$ cat src/rtl/pgrom_pkg.sv
// Shared types of the page-mode ROM read controller.
// Assumes nothing beyond a SystemVerilog compiler.
package pgrom_pkg;
    typedef enum logic [1:0] {
        ST_IDLE   = 2'd0,
        ST_TURN   = 2'd1,
        ST_ACCESS = 2'd2
    } ctl_state_t;
endpackage

$ cat src/rtl/pgrom_page_tag.sv
// Open-page tracker: holds the page tag and width mode of the last ROM access
// and reports whether a new request falls into that page in the same mode.
// Assumes clear and update are never asserted together by the caller.
module pgrom_page_tag #(
    parameter int PAGE_W = 19
) (
    input  logic              clk,
    input  logic              rst_n,
    input  logic              clear,
    input  logic              update,
    input  logic [PAGE_W-1:0] wr_page,
    input  logic              wr_half,
    input  logic [PAGE_W-1:0] cmp_page,
    input  logic              cmp_half,
    output logic              hit
);
    logic              valid_q;
    logic [PAGE_W-1:0] page_q;
    logic              half_q;

    // Tag storage: invalidated on reset or clear, reloaded on update.
    always_ff @(posedge clk) begin
        if (!rst_n) begin
            valid_q <= 1'b0;
            page_q  <= '0;
            half_q  <= 1'b0;
        end else if (clear) begin
            valid_q <= 1'b0;
        end else if (update) begin
            valid_q <= 1'b1;
            page_q  <= wr_page;
            half_q  <= wr_half;
        end
    end

    // Hit compare against the stored tag.
    always_comb begin
        hit = valid_q && (page_q == cmp_page) && (half_q == cmp_half);
    end
endmodule

$ cat src/rtl/pgrom_lat_count.sv
// Down counter for wait windows: loaded with N, it flags expire during the
// N-th cycle after the load edge. Assumes N >= 1.
module pgrom_lat_count #(
    parameter int CNT_W = 4
) (
    input  logic             clk,
    input  logic             rst_n,
    input  logic             load,
    input  logic [CNT_W-1:0] load_val,
    output logic             expire
);
    logic [CNT_W-1:0] cnt_q;

    // Load or count down to zero.
    always_ff @(posedge clk) begin
        if (!rst_n) begin
            cnt_q <= '0;
        end else if (load) begin
            cnt_q <= load_val;
        end else if (cnt_q != '0) begin
            cnt_q <= cnt_q - 1'b1;
        end
    end

    // Last cycle of the window.
    always_comb begin
        expire = (cnt_q == CNT_W'(1));
    end
endmodule

$ cat src/rtl/pgrom_rd_capture.sv
// Response stage: samples the ROM data bus on capture and presents it as a
// one-cycle strobe, zero-extending the low half in narrow mode.
// Assumes HALF_W <= DATA_W.
module pgrom_rd_capture #(
    parameter int DATA_W = 32,
    parameter int HALF_W = 16
) (
    input  logic              clk,
    input  logic              rst_n,
    input  logic              capture,
    input  logic              half_mode,
    input  logic [DATA_W-1:0] bus_in,
    output logic              rsp_valid,
    output logic [DATA_W-1:0] rsp_data
);
    logic [DATA_W-1:0] shaped;

    // Width shaping of the sampled bus.
    always_comb begin
        if (half_mode) begin
            shaped = {{(DATA_W-HALF_W){1'b0}}, bus_in[HALF_W-1:0]};
        end else begin
            shaped = bus_in;
        end
    end

    // Response register and strobe.
    always_ff @(posedge clk) begin
        if (!rst_n) begin
            rsp_valid <= 1'b0;
            rsp_data  <= '0;
        end else begin
            rsp_valid <= capture;
            if (capture) begin
                rsp_data <= shaped;
            end
        end
    end
endmodule

$ cat src/rtl/pgrom_rd_ctrl.sv
// Page-mode ROM read controller (top). Accepts one half-word-addressed read at
// a time, drives the ROM pins, waits the page or random latency and returns
// the data. Assumes RAND_CYC, PAGE_CYC, TURN_CYC >= 1, already rounded up
// from the ROM's ns figures for the clock period in use.
module pgrom_rd_ctrl #(
    parameter int ADDR_W   = 22,
    parameter int DATA_W   = 32,
    parameter int PAGE_LSB = 3,
    parameter int RAND_CYC = 12,
    parameter int PAGE_CYC = 3,
    parameter int TURN_CYC = 2
) (
    input  logic                clk,
    input  logic                rst_n,
    input  logic                req_valid,
    output logic                req_ready,
    input  logic [ADDR_W:0]     req_addr,
    input  logic                req_half,
    output logic                rsp_valid,
    output logic [DATA_W-1:0]   rsp_data,
    output logic [ADDR_W-1:0]   rom_addr,
    output logic                rom_ce_n,
    output logic                rom_oe_n,
    output logic                rom_wide,
    input  logic [DATA_W-1:0]   rom_dq_in,
    output logic                rom_lsb_out,
    output logic                rom_lsb_oe
);
    import pgrom_pkg::*;

    localparam int HA_W   = ADDR_W + 1;
    localparam int PAGE_W = ADDR_W - PAGE_LSB;
    localparam int MAX_AB = (RAND_CYC > PAGE_CYC) ? RAND_CYC : PAGE_CYC;
    localparam int MAXC   = (MAX_AB > TURN_CYC) ? MAX_AB : TURN_CYC;
    localparam int CNT_W  = $clog2(MAXC + 1);

    ctl_state_t        state_q;
    logic              pend_half_q;
    logic [PAGE_W-1:0] pend_page_q;
    logic [PAGE_W-1:0] req_page;
    logic              accept;
    logic              need_turn;
    logic              hit;
    logic              expire;
    logic              cnt_load;
    logic [CNT_W-1:0]  cnt_val;
    logic              turn_done;
    logic              capture;
    logic              tag_clear;
    logic              tag_update;
    logic [PAGE_W-1:0] tag_wr_page;
    logic              tag_wr_half;

    // Request decode: acceptance, page field and turnaround need.
    always_comb begin
        req_ready = (state_q == ST_IDLE);
        accept    = req_ready && req_valid;
        req_page  = req_addr[HA_W-1:PAGE_LSB+1];
        need_turn = accept && (req_half == rom_wide) && !rom_ce_n;
        turn_done = (state_q == ST_TURN) && expire;
        capture   = (state_q == ST_ACCESS) && expire;
    end

    // Tag maintenance: cleared on deselect, written when the access starts.
    always_comb begin
        tag_clear   = need_turn;
        tag_update  = (accept && !need_turn) || turn_done;
        tag_wr_page = turn_done ? pend_page_q : req_page;
        tag_wr_half = turn_done ? pend_half_q : req_half;
    end

    // Counter load selection for turnaround, page hit or random access.
    always_comb begin
        cnt_load = accept || turn_done;
        if (need_turn) begin
            cnt_val = CNT_W'(TURN_CYC);
        end else if (accept && hit) begin
            cnt_val = CNT_W'(PAGE_CYC);
        end else begin
            cnt_val = CNT_W'(RAND_CYC);
        end
    end

    pgrom_page_tag #(.PAGE_W(PAGE_W)) u_tag (
        .clk      (clk),
        .rst_n    (rst_n),
        .clear    (tag_clear),
        .update   (tag_update),
        .wr_page  (tag_wr_page),
        .wr_half  (tag_wr_half),
        .cmp_page (req_page),
        .cmp_half (req_half),
        .hit      (hit)
    );

    pgrom_lat_count #(.CNT_W(CNT_W)) u_cnt (
        .clk      (clk),
        .rst_n    (rst_n),
        .load     (cnt_load),
        .load_val (cnt_val),
        .expire   (expire)
    );

    pgrom_rd_capture #(.DATA_W(DATA_W), .HALF_W(DATA_W/2)) u_cap (
        .clk       (clk),
        .rst_n     (rst_n),
        .capture   (capture),
        .half_mode (!rom_wide),
        .bus_in    (rom_dq_in),
        .rsp_valid (rsp_valid),
        .rsp_data  (rsp_data)
    );

    // Sequencer and ROM pin registers.
    always_ff @(posedge clk) begin
        if (!rst_n) begin
            state_q     <= ST_IDLE;
            rom_addr    <= '0;
            rom_ce_n    <= 1'b1;
            rom_oe_n    <= 1'b1;
            rom_wide    <= 1'b1;
            rom_lsb_out <= 1'b0;
            rom_lsb_oe  <= 1'b0;
            pend_half_q <= 1'b0;
            pend_page_q <= '0;
        end else begin
            case (state_q)
                ST_IDLE: begin
                    if (accept) begin
                        rom_addr    <= req_addr[HA_W-1:1];
                        rom_lsb_out <= req_addr[0];
                        pend_half_q <= req_half;
                        pend_page_q <= req_page;
                        if (need_turn) begin
                            rom_ce_n   <= 1'b1;
                            rom_oe_n   <= 1'b1;
                            rom_lsb_oe <= 1'b0;
                            state_q    <= ST_TURN;
                        end else begin
                            rom_ce_n   <= 1'b0;
                            rom_oe_n   <= 1'b0;
                            rom_wide   <= !req_half;
                            rom_lsb_oe <= req_half;
                            state_q    <= ST_ACCESS;
                        end
                    end
                end
                ST_TURN: begin
                    if (expire) begin
                        rom_ce_n   <= 1'b0;
                        rom_oe_n   <= 1'b0;
                        rom_wide   <= !pend_half_q;
                        rom_lsb_oe <= pend_half_q;
                        state_q    <= ST_ACCESS;
                    end
                end
                ST_ACCESS: begin
                    if (expire) begin
                        state_q <= ST_IDLE;
                    end
                end
                default: state_q <= ST_IDLE;
            endcase
        end
    end
endmodule


$ cat config.mk
export PLATFORM = sky130hd
export DESIGN_NAME = pgrom_rd_ctrl
export DESIGN_NICKNAME = d
export VERILOG_FILES = /design/src/rtl/pgrom_pkg.sv /design/src/rtl/pgrom_page_tag.sv /design/src/rtl/pgrom_lat_count.sv /design/src/rtl/pgrom_rd_capture.sv /design/src/rtl/pgrom_rd_ctrl.sv
export SDC_FILE = /design/constraint.sdc
export NUM_CORES = 1
export LEC_CHECK = 0
export CAP_MARGIN = 20
export CORE_MARGIN = 2
export CORE_UTILIZATION = 35
export CTS_BUF_LIST = sky130_fd_sc_hd__clkbuf_4 sky130_fd_sc_hd__clkbuf_8 sky130_fd_sc_hd__clkbuf_16
export CTS_CLUSTER_DIAMETER = 120
export DETAILED_ROUTE_END_ITERATION = 12
export DONT_BUFFER_PORTS = 1
export SKIP_CTS_REPAIR_TIMING = 1
export SLEW_MARGIN = 10
export SYNTH_ARGS = -nofsm -noshare
export SYNTH_HDL_FRONTEND = slang
export SYNTH_SLANG_ARGS = --single-unit
$ cat constraint.sdc
create_clock -name clk -period 2.85 [get_ports clk]
set_clock_uncertainty 0.1 [all_clocks]
set_input_delay 0.285 -clock clk [delete_from_list [all_inputs] [get_ports clk]]
set_output_delay 0.285 -clock clk [all_outputs]
set_load 0.02 [all_outputs]
[Yosys cells after proc, flatten, opt, wreduce, memory -nomap -nowiden]
Index checks and enable logic that the tools add are counted.
Storage, ports and cells
  register bits: 106
  bits in latches: 0
  memory bits (writable): 0
  ROM bits: 0
  input bits: 59
  output and inout port bits: 61
  logic and storage cells: 76
  memories kept: 0
Cells by class
  $add $sub $neg: 1
  multiply operators: 0
  divide/modulo/power cells: 0
  $lt $le $gt $ge: 0
  equality and inequality tests: 10
  shift-type cells: 0
  muxes and demuxes: 24
  bitwise logic cells: 2
  reductions and logical operators: 25
Operators by type and width (count)
  two-way mux 32 bit: 1
  == test 19 bit: 1
  two-way mux 19 bit: 1
  two-way mux 4 bit: 4
  two-way mux 1 bit: 10
  logical AND 1 bit: 9
  two-way mux 2 bit: 4
  inequality test 2 bit, second input constant: 3
  case mux 1 bit (2 select lines): 3
  case mux 2 bit (3 select lines): 1
  AND reduction 3 bit: 2
  == test 4 x 1 -> 1 bit, second input constant: 1
  logical NOT 1 bit: 4
  AND reduction 2 bit: 2
  AND reduction 4 bit: 1
  nonzero test 2 bit: 2
  nonzero test 4 bit: 1
  subtractor 4 x 1 -> 4 bit, second input constant: 1
  == test 1 bit: 2
  == test 2 x 1 -> 1 bit, second input constant: 1
  == test 2 bit, second input constant: 1
  logical NOT 2 bit: 1
  logical OR 1 bit: 2
  inequality test 2 x 1 -> 1 bit, second input constant: 1
  2 further kinds: 3

[Logic depth before layout (Yosys ltp)]
  depth in word-level cells: 8
  depth in mapped cells: 8
  gate-level depth less buffers: 7

[By module]
From an unflattened synthesis, not the netlist that was laid out.
Unflattened totals
  cells, all modules: 438
  area total of the unflattened synthesis: 3985.1 um^2
By module, submodules not included
  pgrom_rd_ctrl: instances 1, cells each 168, area an instance 1446.4 um^2, seq. area each 580.6 um^2
  pgrom_rd_capture: instances 1, cells each 125, area an instance 1291.2 um^2, seq. area each 660.6 um^2
  pgrom_page_tag: instances 1, cells each 118, area an instance 996.0 um^2, seq. area each 420.4 um^2
  pgrom_lat_count: instances 1, cells each 27, area an instance 251.5 um^2, seq. area each 80.1 um^2

[Worst setup path after synthesis]
OpenSTA, ideal clock, no wires.
  path kind: register to register
  start point: register u_cnt.cnt_q[1]
  end point: register u_tag.page_q[0]
  setup time: 0.091 ns
  arrival time: 1.665 ns
  required time: 2.659 ns
  setup slack: 0.994 ns
  cell stages (with the launch flop): 9
  path buffers: 1
  clock period less this slack: 1.856 ns
  cell sequence: dfxtp_1 -> inv_1 -> ha_1 -> nor3b_1 -> a21oi_2 -> nor2_2 -> buf_2 -> nor2_1 -> a311oi_1
On the way
  longest elaborated chain between the ends: 4
  elaborated cells on any way between the ends: 5
  those cells by class: 1 x eq/ne; 1 x mux; 3 x reduce/logical
RTL lines
  start: declaration: RTL line pgrom_lat_count.sv:12  | logic [CNT_W-1:0] cnt_q;
  start signal: assignment: RTL line pgrom_lat_count.sv:19  | cnt_q <= load_val;
  start signal: assignment: RTL line pgrom_lat_count.sv:21  | cnt_q <= cnt_q - 1'b1;
  == test 4 x 1 -> 1 bit *: RTL line pgrom_lat_count.sv:27  | expire = (cnt_q == CNT_W'(1));
  logical AND 1 bit *: RTL line pgrom_rd_ctrl.sv:60  | turn_done = (state_q == ST_TURN) && expire;
  logical OR 1 bit: RTL line pgrom_rd_ctrl.sv:67  | tag_update = (accept && !need_turn) || turn_done;
  AND reduction 2 bit (no source line)
  end signal: assignment: RTL line pgrom_page_tag.sv:31  | page_q <= wr_page;
  end: declaration: RTL line pgrom_page_tag.sv:18  | logic [PAGE_W-1:0] page_q;
Mark *: on every way between the ends. The rest lies on a longest branch, timed or not.
A chain may end at the register's enable or synchronous reset.

[Worst setup path in the final report]
  start point: register u_cnt.cnt_q[0]
  end point: register u_tag.page_q[14]
Same word-level chain as after synthesis.

==> impl_results.md <==
- Status: completed
- First-pass GRT wire length: 13.8 mm
- Max-slew violations: 0
- # IOs: 120
- Worst Slack Setup Final: 0.509 ns
- Hpwl dp: 5.98 mm
- Pre-CTS WS: 0.550 ns
- Max_cap viols: 0
- CP cell instances: ha_1, nor3b_2, a21oi_2, nor2_2, buf_4, nor2_1, a311oi_1
- Yosys top cell area share: 49.4%
- Most used DFF post-synth: dfxtp_1
- Hold WC Path Type: in2reg
- Avg WL per Cell: 15.9 um
- H-tree lvl count: 3
- Critical Path Slowest Stage Cell: nor2_2
- Placed insts: 532
- Row cnt: 36
- FF-to-FF path depth: 7
- Fin nets: 529
- Area delta synth->final: 24.7%
- Drt first pass iters: 5
- Share of layout cells above drive strength 1: 7.64%
- Worst Hold Path Cells: 2
- Tcrit/Tclk final: 82.1%
- CP Data Required Time: 3.01 ns
- R2R Path End: u_tag.page_q[14]
- Pwr Total: 0.00289 W
- Clock buffer depth: 2
- Min Tclk post-route: 2.34 ns
- Initial antenna violation count: 0
- GPL Wtd Cong: 0.875
- PD cells: 658 nW/um2
- Final setup vio count: 0
- Final Hold Violating Endpoints: 0
- Synthesis Warnings: 0
- Hold Slack: 0.0100 ns
- Die X: 104 um
- Critical Path End Type: flip-flop
- Worst-Margin Slew: 0.652 ns
- Routed vias/inst: 5.17
- I/O Buffers: 0
- Vias: 3,125
- Clk root buf: clkbuf_8
- N_diodes: 0
- Crit path launch type: flip-flop
- Sinks on Clock Net: 87
- Worst-Skew Late Latency: 0.35 ns
- Clock slew at reported path FFs: 0.08 ns
- Hold EP: u_cnt.cnt_q[3]
- Vias in the first global route: 2,708
- RSZ-0062 raised after global routing: false
- Sequential share of the synthesized area: 49.4%
- Initial Util: 36.1%
- Dominant cell type by area after synthesis: dfxtp_1
- Cell variety after synth: 40
- Most common cell after layout, fill and taps aside: nand2_1
- Num CTS Buffers: 9
- DIE AREA: 10,900 um2
- Core area: 9770 um2
- Post-synth EDFFs: 0
- Largest net degree at the start of global routing: 37
- CTS tree: done
- Max stage delay on crit path: 0.51 ns
- Commonest cells after routing, fill and taps aside: nand2_1, dfxtp_1, dlygate4sd3_1
- Final std cells w/o fill: 604
- GRT Overall Usage: 15.8%
- GRT overflow: 0
- Achievable frequency: 427 MHz
- Flops & latches, synth: 87
- RR Startpoint: u_cnt.cnt_q[0]
- Die Y-Extent: 104 um
- Final wirelength: 9.61 mm
- Slew HR: 56.5%
- Worst vdd ir: 423 uV
- Gate Count Post-Synth: 417
- TNS Setup: 0 ns
- Area contributors post-synth: dfxtp_1, nand2_1, a21oi_1
- FFs w/ async S/R, synth: 0%
- Syn Nets: 479
- Fillers: 941
- Synth Area per Inst: 8.46 um2
- CP Data Arrival Time: 2.50 ns
- Worst R2R Setup Slack: 0.51 ns
- Max FO, Critical Path: 25
- Critical path type: reg2reg
- DRC viols: 0
- LEAKAGE: 1.64 nW
- Hold path startpoint: rst_n
- Starting DRT DRC Count: 214
- Routed Antenna Nets: 0
- Netlist Area Pre-Place: 3530 um2
-- worst max path at each step --
stage | start | endpoint
6_report | u_cnt.cnt_q[0] | u_tag.page_q[14]
4_1_cts | u_cnt.cnt_q[1] | u_tag.page_q[14]
2_1_floorplan | u_cnt.cnt_q[1] | u_tag.page_q[0]
5_1_grt | u_cnt.cnt_q[1] | u_tag.page_q[6]
3_5_place_dp | u_cnt.cnt_q[1] | u_tag.page_q[14]
3_3_place_gp | u_cnt.cnt_q[1] | u_tag.page_q[12]
-- kinds of logic after synthesis --
| family | synth area share (%) |
|---|---|
| xor+xnor | 5.96 |
| flops | 49.4 |
| simple gates | 22.4 |
| buf+inv | 3.94 |
| fa+ha+maj | 1.06 |
| compound gates | 17.3 |
-- power breakdown --
group,internal [W],switching (W)
combinational,0.000266,0.000355
sequential,0.00134,0.000172
clock,0.000341,0.000417
-- stage by stage --
stage / instance area [um2] / utilization, %
floorplan: 3530 / -
finish: 4400 / 45.0
global placement: 3660 / 37.4
detailed placement: 3660 / 37.4
CTS: 3830 / 39.1
global route: 4400 / 45.0
-- synth_stat cells (2+ instances only) --
cell type and number:
xor2_1 14, nand2b_1 2, o21ai_0 5, nor2_2 2, nand4_1 4, nor4_1 2
ha_1 3, nor2_1 28, nand3_1 21, clkbuf_1 21, inv_1 2, a21oi_1 42
a22o_1 16, buf_2 5, nand2_1 110, a311oi_1 19, dfxtp_1 87, xnor2_1 10
a31oi_1 3
-- flip-flops by register name, summed over array words and instances (netlist names), 2 cells and up --
name / count
u_tag.page_q: 19
rom_addr: 22
state_q: 2
u_cap.rsp_data: 32
u_cnt.cnt_q: 4
-- cell type report --
class                      instances  area [um2]  share of cell area [%]
timing repair buffer              68         653                    14.9
tap                              133         166                    3.78
multi-input combinational        298        1660                    37.7
sequential                        87        1740                    39.6
inverter                           3        11.3                   0.256
clock buffer                      11         145                    3.30
clock inverter                     4        22.5                   0.512
-- critical path, delay by kind of cell (launching register included) --
kind	cells	cell delay, ns
buffers and inverters	1	0.37
and+or+nand+nor	3	0.81
DFF	1	0.41
adders and majority gates	1	0.20
AOI/OAI and AO/OA	2	0.35
-- routing by layer --
metal	up-vias	global-route usage, %	share of wire (%)
met5	-	0	0
met4	0	5.02	0.83
met3	9	6.77	8.4
met2	124	24.5	48
met1	1457	19.8	43
li1	1535	-	-
No activity file was read; power rests on OpenSTA's default activity.
